--- config.mk ---
export PLATFORM = sky130hd
export DESIGN_NAME = dual_dir_bus_reg
export DESIGN_NICKNAME = d
export VERILOG_FILES = /design/src/rtl/dbr_pkg.sv /design/src/rtl/dbr_path_cell.sv /design/src/rtl/dbr_drive_ctl.sv /design/src/rtl/dbr_half_lane.sv /design/src/rtl/dual_dir_bus_reg.sv
export SDC_FILE = /design/constraint.sdc
export NUM_CORES = 1
export LEC_CHECK = 0
export CAP_MARGIN = 5
export CORE_MARGIN = 2
export CORE_UTILIZATION = 24
export CTS_BUF_LIST = sky130_fd_sc_hd__clkbuf_8
export DETAILED_ROUTE_END_ITERATION = 7
export PLACE_DENSITY = 0.65
export RECOVER_POWER = 50
export SYNTH_ARGS = -nofsm -noshare
export SYNTH_HDL_FRONTEND = slang
export SYNTH_SLANG_ARGS = --single-unit
--- constraint.sdc ---
create_clock -name clk -period 1.4 [get_ports clk]
set_clock_uncertainty 0.2 [all_clocks]
set_input_delay 0.28 -clock clk [delete_from_list [all_inputs] [get_ports clk]]
set_output_delay 0.28 -clock clk [all_outputs]
set_load 0.01 [all_outputs]
--- src/rtl/dbr_pkg.sv ---
// Package: shared sizing defaults and the per-half control bundle.
// Assumes: every half carries the same set of four control bits.
package dbr_pkg;
    localparam int unsigned DBR_HALF_W_DEF = 8;
    localparam int unsigned DBR_HALVES_DEF = 2;

    // Control bits that steer one half of the word.
    typedef struct packed {
        logic le_ab;
        logic le_ba;
        logic oe_ab_n;
        logic oe_ba_n;
    } dbr_ctl_t;
endpackage

--- src/rtl/dbr_path_cell.sv ---
// Module: one direction's storage cell for one half.
// Loads the input on every rising clock edge. The output shows the live
// input while le is high and the stored word while le is low.
// Assumes: synchronous active-low reset clears the store.
module dbr_path_cell #(
    parameter int unsigned W = 8
) (
    input  logic         clk,
    input  logic         rst_n,
    input  logic [W-1:0] d,
    input  logic         le,
    output logic [W-1:0] q
);
    logic [W-1:0] store;

    // Store: clear on reset, otherwise load the input every edge.
    always_ff @(posedge clk) begin
        if (!rst_n) store <= '0;
        else        store <= d;
    end

    // Output select: transparent pass or stored word.
    always_comb begin
        q = le ? d : store;
    end
endmodule

--- src/rtl/dbr_drive_ctl.sv ---
// Module: drive-enable decision for one direction of one half.
// Assumes: both enables are active low and reset forces the drivers off.
module dbr_drive_ctl (
    input  logic rst_n,
    input  logic oe_all_n,
    input  logic oe_n,
    output logic drv_en
);
    // Drive only outside reset with the global and local enables both asserted.
    always_comb begin
        drv_en = rst_n & ~oe_all_n & ~oe_n;
    end
endmodule

--- src/rtl/dbr_half_lane.sv ---
// Module: one half of the word, holding both directions of storage and
// drive control.
// Assumes: the controls come bundled as dbr_ctl_t.
module dbr_half_lane
    import dbr_pkg::*;
#(
    parameter int unsigned W = 8
) (
    input  logic         clk,
    input  logic         rst_n,
    input  logic [W-1:0] a_in,
    input  logic [W-1:0] b_in,
    input  dbr_ctl_t     ctl,
    input  logic         oe_all_n,
    output logic [W-1:0] b_out,
    output logic [W-1:0] a_out,
    output logic         b_drv_en,
    output logic         a_drv_en
);
    dbr_path_cell #(.W(W)) u_cell_ab (
        .clk(clk), .rst_n(rst_n), .d(a_in), .le(ctl.le_ab), .q(b_out)
    );

    dbr_path_cell #(.W(W)) u_cell_ba (
        .clk(clk), .rst_n(rst_n), .d(b_in), .le(ctl.le_ba), .q(a_out)
    );

    dbr_drive_ctl u_drv_b (
        .rst_n(rst_n), .oe_all_n(oe_all_n), .oe_n(ctl.oe_ab_n), .drv_en(b_drv_en)
    );

    dbr_drive_ctl u_drv_a (
        .rst_n(rst_n), .oe_all_n(oe_all_n), .oe_n(ctl.oe_ba_n), .drv_en(a_drv_en)
    );
endmodule

--- src/rtl/dual_dir_bus_reg.sv ---
// Module: top of the two-direction bus register, split into halves.
// Assumes: one shared clock, synchronous active-low reset. Drivers are
// presented as data plus drive enable for an outer pad or tri-state wrapper.
module dual_dir_bus_reg
    import dbr_pkg::*;
#(
    parameter int unsigned HALF_W = DBR_HALF_W_DEF,
    parameter int unsigned HALVES = DBR_HALVES_DEF,
    localparam int unsigned DATA_W = HALF_W * HALVES
) (
    input  logic              clk,
    input  logic              rst_n,
    input  logic [DATA_W-1:0] a_in,
    input  logic [DATA_W-1:0] b_in,
    input  logic [HALVES-1:0] le_ab,
    input  logic [HALVES-1:0] le_ba,
    input  logic [HALVES-1:0] oe_ab_n,
    input  logic [HALVES-1:0] oe_ba_n,
    input  logic              oe_all_n,
    output logic [DATA_W-1:0] b_out,
    output logic [HALVES-1:0] b_drv_en,
    output logic [DATA_W-1:0] a_out,
    output logic [HALVES-1:0] a_drv_en
);
    for (genvar g = 0; g < HALVES; g++) begin : g_half
        dbr_ctl_t ctl;

        // Bundle this half's control bits.
        always_comb begin
            ctl.le_ab   = le_ab[g];
            ctl.le_ba   = le_ba[g];
            ctl.oe_ab_n = oe_ab_n[g];
            ctl.oe_ba_n = oe_ba_n[g];
        end

        dbr_half_lane #(.W(HALF_W)) u_lane (
            .clk      (clk),
            .rst_n    (rst_n),
            .a_in     (a_in[g*HALF_W +: HALF_W]),
            .b_in     (b_in[g*HALF_W +: HALF_W]),
            .ctl      (ctl),
            .oe_all_n (oe_all_n),
            .b_out    (b_out[g*HALF_W +: HALF_W]),
            .a_out    (a_out[g*HALF_W +: HALF_W]),
            .b_drv_en (b_drv_en[g]),
            .a_drv_en (a_drv_en[g])
        );

        // a latched A-to-B half shows the A word from the previous edge.
        a_r3_capture_ab: assert property (@(posedge clk) disable iff (!rst_n)
            ($past(rst_n) && !le_ab[g]) |->
                b_out[g*HALF_W +: HALF_W] == $past(a_in[g*HALF_W +: HALF_W]));

        // the same capture rule for B to A.
        a_r5_capture_ba: assert property (@(posedge clk) disable iff (!rst_n)
            ($past(rst_n) && !le_ba[g]) |->
                a_out[g*HALF_W +: HALF_W] == $past(b_in[g*HALF_W +: HALF_W]));

        // a disabled direction never drives.
        a_r4_oe_off: assert property (@(posedge clk)
            oe_ab_n[g] |-> !b_drv_en[g]);

        // the global enable overrides both directions.
        a_r6_global_off: assert property (@(posedge clk)
            oe_all_n |-> (!b_drv_en[g] && !a_drv_en[g]));
    end

    // no driver is on during reset.
    a_r8_reset_quiet: assert property (@(posedge clk)
        !rst_n |-> (b_drv_en == '0 && a_drv_en == '0));
endmodule

# After elaboration in Yosys (flattened, before gate mapping)
# Index checks and enable logic that the tools add are counted.
# word_totals
out_inout_bits,36
in_bits,43
wordCells,18
regBits,32
# classes
muxes,4
bitwise_logic,10
# ops
operator,count
$mux 8,4
$and 1x1->1,5
$not 1->1,5

# Longest topological paths before layout
# Gate-level depths: netlist of the first run.
# depth
ltp_word,3
depth_mapped,2
mapped_depth_nobuf,1

# By module
# A second synthesis of the first run with hierarchy kept.
# hier_totals
cells_unflattened,104
area_unflattened_um2,1416.4
# by_module_without_submodules
module,instances,area_per_inst_um2,seq_area_each_um2,cells_per_inst
dbr_path_cell,4,341.6,160.2,25
dbr_drive_ctl,4,12.5,0.0,1

# Least setup slack after synthesis of the first run
# OpenSTA, ideal clock, no wires.
# synth_path
path_type,input-to-output
startpoint,input le_ba[0]
endpoint,output a_out[0]
stages,2
path_slack_ps,183
required_time_ps,920
t_arrival_ps,737
n_path_buf,1
path_cell_list,buf_6 > mux2_2
# synth_between
elab_chain_len,1
# synth_rtl
item,line_no,text
"start, declared",dual_dir_bus_reg.sv:16,"input logic [HALVES-1:0] le_ba,"
$mux 8,dbr_path_cell.sv:24,q = le ? d : store;
"end, declared",dual_dir_bus_reg.sv:22,"output logic [DATA_W-1:0] a_out,"
# No other way between the ends.

# Final worst setup path of the first run
# layout_path
startpoint,register g_half[0].u_lane.u_cell_ba.store[3]
endpoint,output a_out[3]
# layout_between
elab_chain_len,1
# layout_rtl
item,line_no,text
"start, declared",dbr_path_cell.sv:14,logic [W-1:0] store;
"start signal, assigned",dbr_path_cell.sv:18,if (!rst_n) store <= '0;
"start signal, assigned",dbr_path_cell.sv:19,else store <= d;
$mux 8,dbr_path_cell.sv:24,
# No other way between the ends.

==> results of run 1 <==
==> sequential cells by signal, summed over array words and instances, names as in the netlist <==
signal,cells
g_half.u_lane.u_cell_ba.store,16
g_half.u_lane.u_cell_ab.store,16
==> worst min-delay path by stage <==
stage	from	endpoint	slack, ns	cells after the start
2_1_floorplan	a_in[0]	g_half[0].u_lane.u_cell_ab.store[0]	0.20	1
3_3_place_gp	a_in[4]	g_half[0].u_lane.u_cell_ab.store[4]	0.67	2
3_5_place_dp	a_in[3]	g_half[0].u_lane.u_cell_ab.store[3]	0.68	2
4_1_cts	a_in[3]	g_half[0].u_lane.u_cell_ab.store[3]	0.13	2
5_1_grt	a_in[5]	g_half[0].u_lane.u_cell_ab.store[5]	0.15	2
6_report	a_in[3]	g_half[0].u_lane.u_cell_ab.store[3]	0.14	2
==> Yosys cell counts <==
cell type  instances
and2_1            20
and2_2            12
buf_4              4
buf_6              4
nor3b_1            4
dfxtp_1           32
clkbuf_2           3
mux2_2            32
==> layout by cell type, fill, tap and decap left out <==
master	n
and2_0	6
and2_1	14
and2_2	12
buf_12	2
buf_2	8
buf_4	1
buf_6	36
clkbuf_1	3
clkbuf_2	1
clkbuf_8	5
clkinv_2	1
dfxtp_1	30
dfxtp_2	2
dlygate4sd2_1	36
inv_1	1
mux2_4	32
nor3b_2	4
==> area by class of cell <==
cell class | instances | area, um^2 | share of cell area, %
clock buffers | 5 | 68.82 | 2.890
repair buffers | 87 | 824.5 | 34.63
well taps | 72 | 90.09 | 3.784
clock inverters | 2 | 8.758 | 0.3678
flip-flops and latches | 32 | 643.1 | 27.01
multi-input cells | 68 | 745.7 | 31.32
==> stage by stage <==
| step | utilization (%) | instance area [um^2] |
|---|---|---|
| floorplan | - | 1336 |
| global placement | 40.63 | 2210 |
| detailed placement | 40.63 | 2210 |
| CTS | 44.03 | 2395 |
| global route | 43.78 | 2381 |
| finish | 43.78 | 2381 |
==> cell families after synthesis <==
family	after synthesis	share of synthesized area (%)
flip-flops	32	47.94
multiplexers	32	26.97
buffers and inverters	11	6.741
AND/OR/NAND/NOR	36	18.35
==> per-layer routing <==
metal / vias to the layer above / part of all wire [%]
li1: 524 / -
met1: 484 / 42
met2: 45 / 49
met3: 5 / 7.3
met4: 0 / 1.9
met5: - / 0
==> critical path: stages, from the launching register on <==
cell	delay, ns
dfxtp_2	0.32
mux2_4	0.27
buf_6	0.12
==> power by group through the flow <==
stage / Sequential [uW] / Clock (uW) / Combinational [uW]
2_1_floorplan: 987 / 0 / 201
3_3_place_gp: 991 / 0 / 497
3_5_place_dp: 991 / 0 / 499
4_1_cts: 974 / 681 / 541
5_1_grt: 979 / 717 / 569
6_report: 974 / 646 / 530
==> what timing repair did <==
item / 4_1_cts / 5_1_grt
setup endpoints to repair: 36 / 36
pin swaps: 2 / 1
resized for setup: 271 / 6
==> results.py, run 1 <==
metrics = {
    "status": {
        "status": "finished with violations",
        "failed_checks": "setup timing",
    },
    "synthesis": {
        "syn_area_mm2": 0.001336,
        "ys_seq_area_share_pct": 47.94,
        "synth_fp_nets": 154,
        "syn-mean-instance-area_um2": 12.04,
        "yosys_warnings": 0,
        "netlist_instances": 111,
        "synth_cell_types": 8,
        "synthTopCellsByArea": "dfxtp_1 (48%), mux2_2 (27%), and2_1 (9.4%)",
        "synth_seq_cells": 32,
        "yosys.area.top_type": "dfxtp_1",
        "yosys.area.top_type_share_pct": 47.94,
    },
    "sta": {
        "drv_slew": 0,
        "rsz0062_at_grt": "yes",
        "finalSetupTns_ns": -1.302,
        "whs_ns": 0.1410,
        "fmax_mhz": 680.5,
        "fin_crit_ns": 1.469,
        "timing.final.crit_share_pct": 105.0,
        "final-hold-violation-count": 0,
        "setup_viol": 32,
        "tightest_slew_ns": 0.5440,
        "fin_ws_ns": -0.06944,
        "relSlewSlack_pct": 63.73,
    },
    "final_layout": {
        "nNetsFinal": 237,
        "final_cells": 266,
        "fillerInstances": 546,
        "antenna_cells": 0,
        "synthToLayoutAreaGrowth_pct": 78.18,
        "drive_gt1_share_pct": 53.61,
    },
    "global_routing": {
        "grt_start_max_net_pins": 17,
        "met2_usage_pct": 17.78,
        "grt_overflow_total": 0,
        "grt_pass1_vias": 1127,
        "met3_usage_pct": 3.333,
        "track_usage_pct": 10.94,
        "top_usage_layer": "met2",
        "antenna_found_initial": 0,
        "grt_pass1_wl_um": 5257,
        "use_met1_pct": 13.30,
    },
    "clock_tree": {
        "clk_pin_slew_worst_paths_ns": 0.06,
        "clock_sinks": 32,
        "cts_buffer_depth": 2,
        "h-tree-depth": 2,
        "hold_buffers": 0,
        "tritoncts": "yes",
        "cts_root_buffer": "clkbuf_8",
        "cts_setup_buffers": 0,
        "cts_made_buffers": 5,
    },
    "pwr": {
        "p_sw_share_pct": 23.73,
        "p_sw_uw": 510.2,
        "intPower_uw": 1640,
        "seqPwrFrac_pct": 45.3,
        "fin_total_pwr_uw": 2150,
        "clockPowerShare_pct": 30.0,
        "pwr-share-comb_pct": 24.7,
        "power_leakage_uw": 0.001151,
        "powerDensity_mw_per_mm2": 903.1,
        "peakVddDrop_uv": 356.2,
    },
    "routing": {
        "wirelength_um": 3177,
        "drtIter0Drc": 21,
        "wire_per_inst_um": 11.94,
        "vias": 1058,
        "routed_via_density": 3.977,
        "drc": 0,
        "firstDrtPassIters": 3,
        "ant_nets": 0,
    },
    "hold_path": {
        "holdCritPathClass": "in -> reg",
    },
    "critical_path": {
        "crit_end": "a_out[3]",
        "crit_type": "reg -> out",
        "crit_arrival_ns": 0.99,
        "startpoint": "g_half[0].u_lane.u_cell_ba.store[3]",
        "worstSetupStartpointType": "flop",
        "worstPathMaxFanout": 1,
        "cp.required_ns": 0.92,
        "cp-end-kind": "primary output",
    },
    "flow_run": {
        "maxCapViolations": 0,
    },
    "placed_design": {
        "dpl.hpwl_um": 2189,
        "io_buffers": 78,
        "preCtsSetupSlack_ns": -0.8252,
        "dpl.cell_count": 259,
        "gp_congestion": 0.6517,
    },
    "floorplan": {
        "fp.dieArea_mm2": 0.006180,
        "start_util_pct": 24.57,
        "core_area_mm2": 0.005439,
        "fp.dieW_um": 78.62,
        "die_h_um": 78.62,
        "io_pins": 79,
        "std_cell_rows": 27,
    },
}
Power figures use the tool's default switching activity.
==> inputs of run 2 (changes only) <==
PLACE_DENSITY = 0.64   (was 0.65)
SYNTH_HIERARCHICAL = 1   (was not set)
==> results.py, run 2 <==
metrics = {
    "sta": {
        "rsz0062_at_grt": "yes",
        "relSlewSlack_pct": 76.59,
        "fin_crit_ns": 1.453,
        "tightest_slew_ns": 0.3512,
        "timing.final.crit_share_pct": 103.8,
        "fin_ws_ns": -0.05322,
        "drv_slew": 0,
        "setup_viol": 35,
        "fmax_mhz": 688.1,
        "final-hold-violation-count": 0,
        "whs_ns": 0.1401,
    },
    "final_layout": {
        "reg_top3": "g_half.u_lane/u_cell_ab/store (16), g_half.u_lane/u_cell_ba/store (16)",
        "drive_gt1_share_pct": 46.39,
        "fillerInstances": 595,
        "nNetsFinal": 236,
        "synthToLayoutAreaGrowth_pct": 69.35,
        "final_cell_mix": "buf_6 (36), dlygate4sd2_1 (36), mux2_4 (32), dfxtp_1 (32), and2_1 (30)",
        "antenna_cells": 0,
    },
    "clock_tree": {
        "tritoncts": "yes",
        "h-tree-depth": 2,
        "cts_made_buffers": 5,
        "clk_pin_slew_worst_paths_ns": 0.07,
        "cts_setup_buffers": 0,
        "clock_sinks": 32,
        "cts_root_buffer": "clkbuf_8",
        "cts_buffer_depth": 2,
    },
    "floorplan": {
        "start_util_pct": 25.26,
        "fp.dieW_um": 80.82,
        "fp.dieArea_mm2": 0.006532,
        "io_pins": 79,
        "std_cell_rows": 27,
        "core_area_mm2": 0.005608,
        "die_h_um": 80.82,
    },
    "synthesis": {
        "synthTopCellsByArea": "dfxtp_1 (45%), mux2_4 (34%), and2_1 (14%)",
        "yosys.area.top_type_share_pct": 45.23,
        "synth_cell_types": 5,
        "yosys-top-cells-count": "and2_1 (32), dfxtp_1 (32), mux2_4 (32)",
        "syn-mean-instance-area_um2": 13.62,
        "yosys.area.top_type": "dfxtp_1",
        "synth_seq_cells": 32,
        "yosys_warnings": 6,
        "synthArstFlopShare_pct": 0,
        "synth_fp_nets": 147,
        "ys_seq_area_share_pct": 45.23,
        "synth_edf_count": 0,
        "syn_area_mm2": 0.001416,
        "netlist_instances": 104,
        "ys.flop_type": "dfxtp_1",
    },
    "hold_path": {
        "hold_start": "b_in[13]",
        "holdCritPathClass": "in -> reg",
        "holdPathStages": 2,
        "hold_path_end": "g_half[1].u_lane/u_cell_ba/store[5]",
    },
    "routing": {
        "wl_met3_um": 373,
        "wire_per_inst_um": 10.95,
        "top_layer": "met4",
        "ant_nets": 0,
        "drc": 0,
        "routed_via_density": 3.921,
        "drtIter0Drc": 21,
        "dr_wl_met2_um": 1370,
        "firstDrtPassIters": 2,
        "drt-met1-wl_um": 1134,
        "vias": 1043,
        "wirelength_um": 2913,
    },
    "pwr": {
        "fin_total_pwr_uw": 2337,
        "peakVddDrop_uv": 535.1,
        "power_leakage_uw": 0.001161,
        "powerDensity_mw_per_mm2": 974.3,
    },
    "global_routing": {
        "grt_overflow_total": 0,
        "antenna_found_initial": 0,
        "grt_pass1_wl_um": 4761,
        "grt_pass1_vias": 1109,
        "track_usage_pct": 9.548,
        "grt_start_max_net_pins": 25,
    },
    "status": {
        "status": "finished with violations",
        "failed_checks": "setup timing",
    },
    "critical_path": {
        "worstPathMaxFanout": 1,
        "worstSetupStartpointType": "flop",
        "crit_arrival_ns": 0.97,
        "cp-end-kind": "primary output",
        "cp.required_ns": 0.92,
        "crit_type": "reg -> out",
    },
    "placed_design": {
        "preCtsSetupSlack_ns": -0.8001,
        "io_buffers": 78,
        "gp_congestion": 0.6787,
        "dpl.hpwl_um": 2297,
    },
    "flow_run": {
        "maxCapViolations": 0,
    },
}
## run 2: per-stage QoR
step           instance area [um^2]  setup TNS [ns]  util (%)  cells
3_3_place_gp                   2327          -30.41     41.50    258
6_report                       2399          -1.231     42.77    266
2_1_floorplan                  1416               0         -    104
4_1_cts                        2402          -1.855     42.84    266
5_1_grt                        2399          -2.709     42.77    266
3_5_place_dp                   2327          -30.93     41.50    258
## run 2: layout make-up
class,instances,area [um^2],share of cell area (%)
timing repair buffer,86,829.5,34.59
clock inverter,3,38.79,1.617
tap,72,90.09,3.756
multi-input combinational,68,730.7,30.46
clock buffer,5,68.82,2.869
sequential,32,640.6,26.71
## run 2: cells by family (layout without fill, tap and decap cells)
group         Yosys count  in the layout  share of synthesized area [%]
simple gates           36             36                          17.67
flops                  32             32                          45.23
buf+inv                 4             94                          3.180
mux                    32             32                          33.92
## run 2: critical path: stages (launching register included)
cell and delay, ns:
dfxtp_1 0.31, mux2_4 0.27, buf_6 0.12
## run 2: worst max-delay path by stage
stage | start | to | slack (ns)
after floorplan | le_ba[0] | a_out[0] | 0.20
after global placement | le_ab[1] | b_out[10] | -0.79
after detailed placement | le_ba[0] | a_out[7] | -0.80
after CTS | g_half[1].u_lane/u_cell_ab/store[4] | b_out[12] | -0.08
after global routing | g_half[0].u_lane/u_cell_ba/store[6] | a_out[6] | -0.10
final | g_half[0].u_lane/u_cell_ba/store[6] | a_out[6] | -0.05
## run 2: where the power goes
group          internal [uW]  total [uW]  switching (uW)
clock network            520         842             322
registers                960         972            12.2
logic                    347         523             176
## run 2: timing repair
item / 4_1_cts / 5_1_grt
setup endpoints to repair: 36 / 36
hold endpoints to repair: 0 / 0
pin swaps: 3 / 0
resized for setup: 234 / 2
hold buffers: 0 / 0
## run 2: routing by layer
layer	track usage (%)	up-vias
li1	-	522
met1	9.701	463
met2	15.62	54
met3	6.000	4
met4	4.068	0
met5	0	-
